$ cat src/rtl/tmr_pkg.sv
`timescale 1ns/1ps
package tmr_pkg;

  localparam logic [3:0] CMD_NOP       = 4'd0;
  localparam logic [3:0] CMD_IRQ_ON    = 4'd1;
  localparam logic [3:0] CMD_IRQ_OFF   = 4'd2;
  localparam logic [3:0] CMD_ONESHOT   = 4'd3;
  localparam logic [3:0] CMD_RETRIG    = 4'd4;
  localparam logic [3:0] CMD_SRC_INT   = 4'd5;
  localparam logic [3:0] CMD_SRC_EXT   = 4'd6;
  localparam logic [3:0] CMD_ROUTE     = 4'd7;
  localparam logic [3:0] CMD_UNROUTE   = 4'd8;
  localparam logic [3:0] CMD_START     = 4'd9;
  localparam logic [3:0] CMD_STOP      = 4'd10;
  localparam logic [3:0] CMD_RESET     = 4'd11;

  typedef struct packed {
    logic irq_en;
    logic one_shot;
    logic ext_src;
    logic routed;
  } tmr_mode_t;

  localparam tmr_mode_t MODE_DEFAULT = '{irq_en: 1'b0, one_shot: 1'b0,
                                         ext_src: 1'b0, routed: 1'b0};

endpackage

$ cat src/rtl/tmr_bus_regs.sv
`timescale 1ns/1ps
module tmr_bus_regs #(
  parameter int CNT_W  = 16,
  parameter int ADDR_W = 2
) (
  input  logic              clk,
  input  logic              rst_n,
  input  logic              wr_en,
  input  logic              rd_en,
  input  logic [ADDR_W-1:0] addr,
  input  logic [7:0]        wdata,
  input  logic              status_bit,
  output logic [CNT_W-1:0]  load_val,
  output logic [7:0]        rdata,
  output logic              cmd_vld,
  output logic [3:0]        cmd_code,
  output logic              status_rd
);

  localparam int                NBYTES    = CNT_W / 8;
  localparam logic [ADDR_W-1:0] CTRL_ADDR = ADDR_W'(NBYTES);

  for (genvar b = 0; b < NBYTES; b++) begin : g_byte
    logic [7:0] byte_q;
    logic       byte_we;
    assign byte_we = wr_en && (addr == ADDR_W'(b));
    always_ff @(posedge clk or negedge rst_n) begin
      if (!rst_n)       byte_q <= '0;
      else if (byte_we) byte_q <= wdata;
    end
    assign load_val[b*8 +: 8] = byte_q;
  end

  always_comb begin
    rdata = '0;
    for (int b = 0; b < NBYTES; b++) begin
      if (addr == ADDR_W'(b)) rdata = load_val[b*8 +: 8];
    end
    if (addr == CTRL_ADDR) rdata = {7'b0, status_bit};
  end

  assign cmd_vld   = wr_en && (addr == CTRL_ADDR);
  assign cmd_code  = wdata[3:0];
  assign status_rd = rd_en && (addr == CTRL_ADDR);

  AST_RW_EXCL: assert property (@(posedge clk) disable iff (!rst_n)
    !(wr_en && rd_en));
  AST_RELOAD_HOLD: assert property (@(posedge clk) disable iff (!rst_n)
    !wr_en |=> $stable(load_val));

endmodule

$ cat src/rtl/tmr_cmd_dec.sv
`timescale 1ns/1ps
module tmr_cmd_dec
  import tmr_pkg::*;
(
  input  logic      clk,
  input  logic      rst_n,
  input  logic      cmd_vld,
  input  logic [3:0] cmd_code,
  output tmr_mode_t mode,
  output logic      start_p,
  output logic      stop_p,
  output logic      reset_p
);

  tmr_mode_t mode_q, mode_d;

  always_comb begin
    mode_d  = mode_q;
    start_p = 1'b0;
    stop_p  = 1'b0;
    reset_p = 1'b0;
    if (cmd_vld) begin
      case (cmd_code)
        CMD_IRQ_ON:  mode_d.irq_en   = 1'b1;
        CMD_IRQ_OFF: mode_d.irq_en   = 1'b0;
        CMD_ONESHOT: mode_d.one_shot = 1'b1;
        CMD_RETRIG:  mode_d.one_shot = 1'b0;
        CMD_SRC_INT: mode_d.ext_src  = 1'b0;
        CMD_SRC_EXT: mode_d.ext_src  = 1'b1;
        CMD_ROUTE:   mode_d.routed   = 1'b1;
        CMD_UNROUTE: mode_d.routed   = 1'b0;
        CMD_START:   start_p         = 1'b1;
        CMD_STOP:    stop_p          = 1'b1;
        CMD_RESET: begin
          mode_d  = MODE_DEFAULT;
          reset_p = 1'b1;
        end
        default: ;
      endcase
    end
  end

  always_ff @(posedge clk or negedge rst_n) begin
    if (!rst_n) mode_q <= MODE_DEFAULT;
    else        mode_q <= mode_d;
  end

  assign mode = mode_q;

  AST_RSV_KEEP: assert property (@(posedge clk) disable iff (!rst_n)
    (cmd_vld && ((cmd_code == CMD_NOP) || (cmd_code >= 4'd12))) |=> $stable(mode_q));
  AST_RESET_DEFAULTS: assert property (@(posedge clk) disable iff (!rst_n)
    (cmd_vld && (cmd_code == CMD_RESET)) |=> (mode_q == MODE_DEFAULT));

endmodule

$ cat src/rtl/tmr_edge_sync.sv
`timescale 1ns/1ps
module tmr_edge_sync #(
  parameter int SYNC_STAGES = 2
) (
  input  logic clk,
  input  logic rst_n,
  input  logic async_in,
  output logic rise_p
);

  logic [SYNC_STAGES:0] sh_q, sh_d;

  assign sh_d = {sh_q[SYNC_STAGES-1:0], async_in};

  always_ff @(posedge clk or negedge rst_n) begin
    if (!rst_n) sh_q <= '0;
    else        sh_q <= sh_d;
  end

  assign rise_p = sh_q[SYNC_STAGES-1] & ~sh_q[SYNC_STAGES];

  AST_RISE_SINGLE: assert property (@(posedge clk) disable iff (!rst_n)
    rise_p |=> !rise_p);

endmodule

$ cat src/rtl/tmr_counter.sv
`timescale 1ns/1ps
module tmr_counter #(
  parameter int CNT_W = 16
) (
  input  logic             clk,
  input  logic             rst_n,
  input  logic             tick,
  input  logic [CNT_W-1:0] load_val,
  input  logic             one_shot,
  input  logic             start_p,
  input  logic             stop_p,
  input  logic             reset_p,
  input  logic             status_rd,
  output logic             pending,
  output logic             tc_pulse
);

  localparam logic [CNT_W-1:0] ONE = {{(CNT_W-1){1'b0}}, 1'b1};

  logic [CNT_W-1:0] cnt_q, cnt_d;
  logic             run_q, run_d;
  logic             pend_q, pend_d;
  logic             tcp_q;
  logic             tc_event;

  always_comb begin
    cnt_d    = cnt_q;
    run_d    = run_q;
    pend_d   = pend_q;
    tc_event = 1'b0;
    if (status_rd) pend_d = 1'b0;
    if (reset_p) begin
      cnt_d  = '0;
      run_d  = 1'b0;
      pend_d = 1'b0;
    end else if (start_p) begin
      cnt_d = load_val;
      run_d = 1'b1;
    end else if (stop_p) begin
      run_d = 1'b0;
    end else if (run_q && tick) begin
      if (cnt_q == '0) begin
        tc_event = 1'b1;
        pend_d   = 1'b1;
        if (one_shot) run_d = 1'b0;
        else          cnt_d = load_val;
      end else begin
        cnt_d = cnt_q - ONE;
      end
    end
  end

  always_ff @(posedge clk or negedge rst_n) begin
    if (!rst_n) begin
      cnt_q  <= '0;
      run_q  <= 1'b0;
      pend_q <= 1'b0;
      tcp_q  <= 1'b0;
    end else begin
      cnt_q  <= cnt_d;
      run_q  <= run_d;
      pend_q <= pend_d;
      tcp_q  <= tc_event;
    end
  end

  assign pending  = pend_q;
  assign tc_pulse = tcp_q;

  AST_DEC_STEP: assert property (@(posedge clk) disable iff (!rst_n)
    (run_q && tick && (cnt_q != '0) && !start_p && !stop_p && !reset_p)
      |=> (cnt_q == $past(cnt_q) - ONE));
  AST_TC_PENDING: assert property (@(posedge clk) disable iff (!rst_n)
    tcp_q |-> pend_q);
  AST_RETRIG_RELOAD: assert property (@(posedge clk) disable iff (!rst_n)
    (tc_event && !one_shot) |=> (run_q && (cnt_q == $past(load_val))));
  AST_ONESHOT_HALT: assert property (@(posedge clk) disable iff (!rst_n)
    (tc_event && one_shot) |=> !run_q);
  AST_STOP_HOLD: assert property (@(posedge clk) disable iff (!rst_n)
    (!run_q && !start_p && !reset_p) |=> $stable(cnt_q));
  AST_READ_CLEARS: assert property (@(posedge clk) disable iff (!rst_n)
    (status_rd && !tc_event) |=> !pend_q);

endmodule

$ cat src/rtl/cmd_timer.sv
`timescale 1ns/1ps
module cmd_timer
  import tmr_pkg::*;
#(
  parameter  int CNT_W       = 16,
  parameter  int SYNC_STAGES = 2,
  localparam int ADDR_W      = $clog2(CNT_W / 8 + 1)
) (
  input  logic              clk,
  input  logic              rst_n,
  input  logic              wr_en,
  input  logic              rd_en,
  input  logic [ADDR_W-1:0] addr,
  input  logic [7:0]        wdata,
  output logic [7:0]        rdata,
  input  logic              tick_int,
  input  logic              ext_clk,
  output logic              irq,
  output logic              tmr_out
);

  localparam logic [ADDR_W-1:0] CTRL_ADDR = ADDR_W'(CNT_W / 8);

  logic [1:0]       rst_pipe_q;
  logic             rst_s_n;
  logic [CNT_W-1:0] load_val;
  logic             cmd_vld;
  logic [3:0]       cmd_code;
  logic             status_rd;
  tmr_mode_t        mode;
  logic             start_p, stop_p, reset_p;
  logic             ext_rise;
  logic             tick;
  logic             pending;
  logic             tc_pulse;

  always_ff @(posedge clk or negedge rst_n) begin
    if (!rst_n) rst_pipe_q <= 2'b00;
    else        rst_pipe_q <= {rst_pipe_q[0], 1'b1};
  end
  assign rst_s_n = rst_pipe_q[1];

  tmr_bus_regs #(.CNT_W(CNT_W), .ADDR_W(ADDR_W)) u_regs (
    .clk        (clk),
    .rst_n      (rst_s_n),
    .wr_en      (wr_en),
    .rd_en      (rd_en),
    .addr       (addr),
    .wdata      (wdata),
    .status_bit (irq),
    .load_val   (load_val),
    .rdata      (rdata),
    .cmd_vld    (cmd_vld),
    .cmd_code   (cmd_code),
    .status_rd  (status_rd)
  );

  tmr_cmd_dec u_dec (
    .clk      (clk),
    .rst_n    (rst_s_n),
    .cmd_vld  (cmd_vld),
    .cmd_code (cmd_code),
    .mode     (mode),
    .start_p  (start_p),
    .stop_p   (stop_p),
    .reset_p  (reset_p)
  );

  tmr_edge_sync #(.SYNC_STAGES(SYNC_STAGES)) u_sync (
    .clk      (clk),
    .rst_n    (rst_s_n),
    .async_in (ext_clk),
    .rise_p   (ext_rise)
  );

  assign tick = mode.ext_src ? ext_rise : tick_int;

  tmr_counter #(.CNT_W(CNT_W)) u_cnt (
    .clk       (clk),
    .rst_n     (rst_s_n),
    .tick      (tick),
    .load_val  (load_val),
    .one_shot  (mode.one_shot),
    .start_p   (start_p),
    .stop_p    (stop_p),
    .reset_p   (reset_p),
    .status_rd (status_rd),
    .pending   (pending),
    .tc_pulse  (tc_pulse)
  );

  assign irq     = pending & mode.irq_en;
  assign tmr_out = tc_pulse & mode.routed;

  AST_STATUS_IRQ: assert property (@(posedge clk) disable iff (!rst_s_n)
    (rd_en && (addr == CTRL_ADDR)) |-> (rdata == {7'b0, irq}));
  AST_OUT_FROM_TICK: assert property (@(posedge clk) disable iff (!rst_s_n)
    tmr_out |-> $past(tick));
  AST_IRQ_NEEDS_EN: assert property (@(posedge clk) disable iff (!rst_s_n)
    (cmd_vld && (cmd_code == CMD_IRQ_OFF)) |=> !irq);

endmodule

$ cat config.mk
export PLATFORM = sky130hd
export DESIGN_NAME = cmd_timer
export DESIGN_NICKNAME = d
export VERILOG_FILES = /design/src/rtl/tmr_pkg.sv /design/src/rtl/tmr_bus_regs.sv /design/src/rtl/tmr_cmd_dec.sv /design/src/rtl/tmr_edge_sync.sv /design/src/rtl/tmr_counter.sv /design/src/rtl/cmd_timer.sv
export SDC_FILE = /design/constraint.sdc
export NUM_CORES = 1
export LEC_CHECK = 0
export BUFFER_PORTS_ARGS = -buffer_cell sky130_fd_sc_hd__clkbuf_2
export CAP_MARGIN = 20
export CELL_PAD_IN_SITES_DETAIL_PLACEMENT = 0
export CELL_PAD_IN_SITES_GLOBAL_PLACEMENT = 2
export CORE_MARGIN = 3
export CORE_UTILIZATION = 33
export CTS_BUF_LIST = sky130_fd_sc_hd__clkbuf_4 sky130_fd_sc_hd__clkbuf_8 sky130_fd_sc_hd__clkbuf_16
export CTS_CLUSTER_SIZE = 25
export DETAILED_ROUTE_END_ITERATION = 10
export PLACE_DENSITY_LB_ADDON = 0.1
export SLEW_MARGIN = 20
export SYNTH_ARGS = -nofsm -noshare
export SYNTH_HDL_FRONTEND = slang
export SYNTH_SLANG_ARGS = --single-unit
$ cat constraint.sdc
create_clock -name clk -period 1.2 [get_ports clk]
set_input_delay 0.18 -clock clk [delete_from_list [all_inputs] [get_ports clk]]
set_output_delay 0.18 -clock clk [all_outputs]
set_load 0.02 [all_outputs]
==> summary.md <==
| Metric | Value |
|---|---|
| Status | complete, but fails checks |
| Failing checks | negative setup slack |
| Clock Power Share | 13.6% |
| Finish-stage setup viols | 27 |
| Cells along the critical path | inv_2, ha_4, or4b_4, or4_4, o21ai_4, buf_6, nor2_2, a21oi_1, o21ai_1 |
| Global-route wire length before repair | 12.4 mm |
| Ports | 26 |
| Syn avg cell area | between 9 and 10 sq um |
| CTS clk-pin slew, worst paths | 0.10 ns |
| Combinational power share | 62.5% |
| #FFs+latches synth | 44 |
| Crit end category | register |
| Slowest cell on the critical path | or4_4 |
| Crit-path max FO | 5 |
| Area of the die | 8370 sq um |
| Power Total | ~8.9 mW |
| RSZ-0062 raised after global routing | yes |
| Sw frac | 39.8% |
| DP Cell Count | 432 |
| Port Buffer Count | 25 |
| Number of H-tree levels | 2 |
| Final period util | 195% |
| Syn Nets | 274 |
| Max-Cap Viols | 0 |
| Final WL | 7.53 mm |
| Filler instances | 648 |
| Wire per inst | 16.1 um |
| Multi-input gate area | 1450 sq um |
| Final Hold Fails | 0 |
| Number of nets in the layout | 388 |
| Ys async rst share | 100% |
| Sinks on Clock Net | 44 |
| Internal power | approximately 5.3 mW |
| TritonCTS Buffers | 5 |
| Highest clock rate | 0.428 GHz |
| Initial antenna violation count | 0 |
| First-pass DRT Iterations | 4 |
| Most frequent cells in the layout | buf_4 (81), dfrtp_1 (43), nor2_1 (30), o21ai_1 (19), clkbuf_2 (17) |
| CP bufs+invs | 2 |
| Diodes inserted | 0 |
| Total negative slack | -19.44 ns |
| Number of global-route vias before repair | 2,271 |
| Worst EP arrival | 2.53 ns |
| Later-pin clock latency in the skew report | 0.31 ns |
| Worst path max stage delay | 0.50 ns |
| Worst Path Required | 1.39 ns |
| Final instance area | roughly 3800 sq um |
| Root Buffer Master | clkbuf_8 |
| Hold slack | 0.113 ns |
| Post-route insts no fill | roughly 470 |
| RePlAce Congestion | 0.859 |
| Most common cell after layout, fill and taps aside | buf_4 |
| CTS tree | yes |
| Row count | 30 |
| Longest Clk Path Bufs | 2 |
| Hold/Removal Path Class | in2reg |
| Count of cell types in the netlist | 48 |
| Post-DRT Antenna Nets | 0 |
| Cell taking the most area after synthesis | dfrtp_1 |
| CP Class | reg2reg |
| DRT iter0 DRCs | 99 |
| Total track usage | 18.8% |
| Synth warnings | 0 |
| Final Core Density | 54.0% |
| Chip width | 91.5 um |
| Share of cells above drive strength 1 | 50.4% |
| Synth top area cells | dfrtp_1 (46%), mux2_2 (7.0%), nor2_1 (5.3%) |
| Leakage Power | 1.71 nW |
| Dpl hpwl | between 5 and 6 mm |
| Setup ws final | -1.13 ns |
| Switching power | 3.53 mW |
| Largest net degree at the start of global routing | 17 |
| Post-Place Worst Slack | -1.11 ns |
| Family with the most delay on the worst path | simple AND/OR/NAND/NOR gates |
| Critical path launch point type | register |
| Clock skew | 0.0106 ns |
| Post-DP Area | between 3000 and 4000 sq um |
| Vias | 2,314 |
| Sequential share of power | 23.9% |
| FF/Latch Area | 1100 sq um |
| Seq/Total Area, Yosys | 45.7% |
| Yosys top cell area share | between 40% and 50% |
| PD cells | 2360 nW/um^2 |
| Cells after Synth | between 200 and 300 |
| Total gr overflow | 0 |
| Top_reg_cell synth | dfrtp_1 |
| Minimum clock period | about 2.3 ns |
| EDFF count, synth | 0 |
| Starting Density | 34.7% |
| Die height | 91.5 um |
| Area growth syn-to-layout | 55.6% |
| Max-slew violations | 0 |
| Max VDD drop | roughly 0.0010 V |
| Via density | about 5 |
| Core ar. | 6940 sq um |
| Final routed DRC violation total | 0 |
| Mapped cell area | 2410 sq um |
final timing paths:
path                       depth (start not counted)  slack (ns)                          to      startpoint
min in group asynchronous                          0        0.17              u_cnt.cnt_q[3]   rst_pipe_q[1]
hold reg to reg                                    0        0.17              u_cnt.cnt_q[3]   rst_pipe_q[1]
setup / recovery                                   9       -1.13              u_cnt.cnt_q[4]  u_cnt.cnt_q[1]
setup reg to reg                                   9       -1.13              u_cnt.cnt_q[4]  u_cnt.cnt_q[1]
hold / removal                                     2        0.11  u_regs.g_byte[1].byte_q[4]        wdata[4]
max in group asynchronous                          1        0.63             u_cnt.cnt_q[11]   rst_pipe_q[1]
state kept, by name, summed over array words and instances (netlist names):
register and count:
u_cnt.cnt_q 16, u_regs.g_byte.byte_q 16, u_dec.mode 4, u_sync.sh_q 3, rst_pipe_q 2, u_cnt.pending 1, u_cnt.run_q 1, u_cnt.tc_pulse 1
metal layers:
layer | routed length (um) | track usage [%] | vias to the layer above | part of all wire [%]
met5 | 0 | 0 | - | 0
met4 | 62 | 4.52 | 0 | 0.82
met3 | 292 | 3.89 | 6 | 3.9
met2 | 3350 | 27.9 | 36 | 45
met1 | 3820 | 27.9 | 1114 | 51
li1 | - | - | 1158 | -
cell type report:
class	instances	area share, %
sequential	44	29.4
clock buffer	5	1.83
inverter	5	0.500
clock inverter	3	1.23
tap	96	3.20
multi-input combinational	194	38.6
timing repair buffer	120	25.3
Yosys cell counts, drive strengths merged (4+ instances only):
cell type	instances
nor3	10
or4	6
clkbuf	8
nor4	5
inv	5
o21ai	34
mux2	15
buf	6
nand2	9
or3	4
nor2	34
nand3b	5
nand3	4
dfrtp	44
a21oi	23
mux2i	8
power by group through the flow:
| stage | registers [mW] | clock network [mW] | logic [mW] |
|---|---|---|---|
| floorplan | 2.16 | 0 | 2.32 |
| global placement | 2.18 | 0 | 3.95 |
| detailed placement | 2.17 | 0 | 3.92 |
| CTS | 2.11 | 1.23 | 4.89 |
| global route | 2.16 | 1.30 | 6.01 |
| finish | 2.12 | 1.20 | 5.54 |
cell families after synthesis:
logic type / Yosys count / share of synthesized area, %
adder cells (fa/ha/maj): 3 / 1.45
flip-flops: 44 / 45.7
XOR/XNOR: 1 / 0.363
other: 1 / 0.156
buffers and inverters: 19 / 4.00
multiplexers: 23 / 10.3
AO/OA/AOI/OAI: 71 / 16.9
AND/OR/NAND/NOR: 94 / 21.2
what timing repair did:
action | 4_1_cts | 5_1_grt
gates resized for setup | 29 | 42
pin swaps | 14 | 14
hold buffers | 2 | 0
buffers inserted | 18 | 7
cloned | 2 | 0
hold endpoints to repair | 3 | 0
endpoints found under the setup margin | 28 | 29
Power figures use the tool's default switching activity.
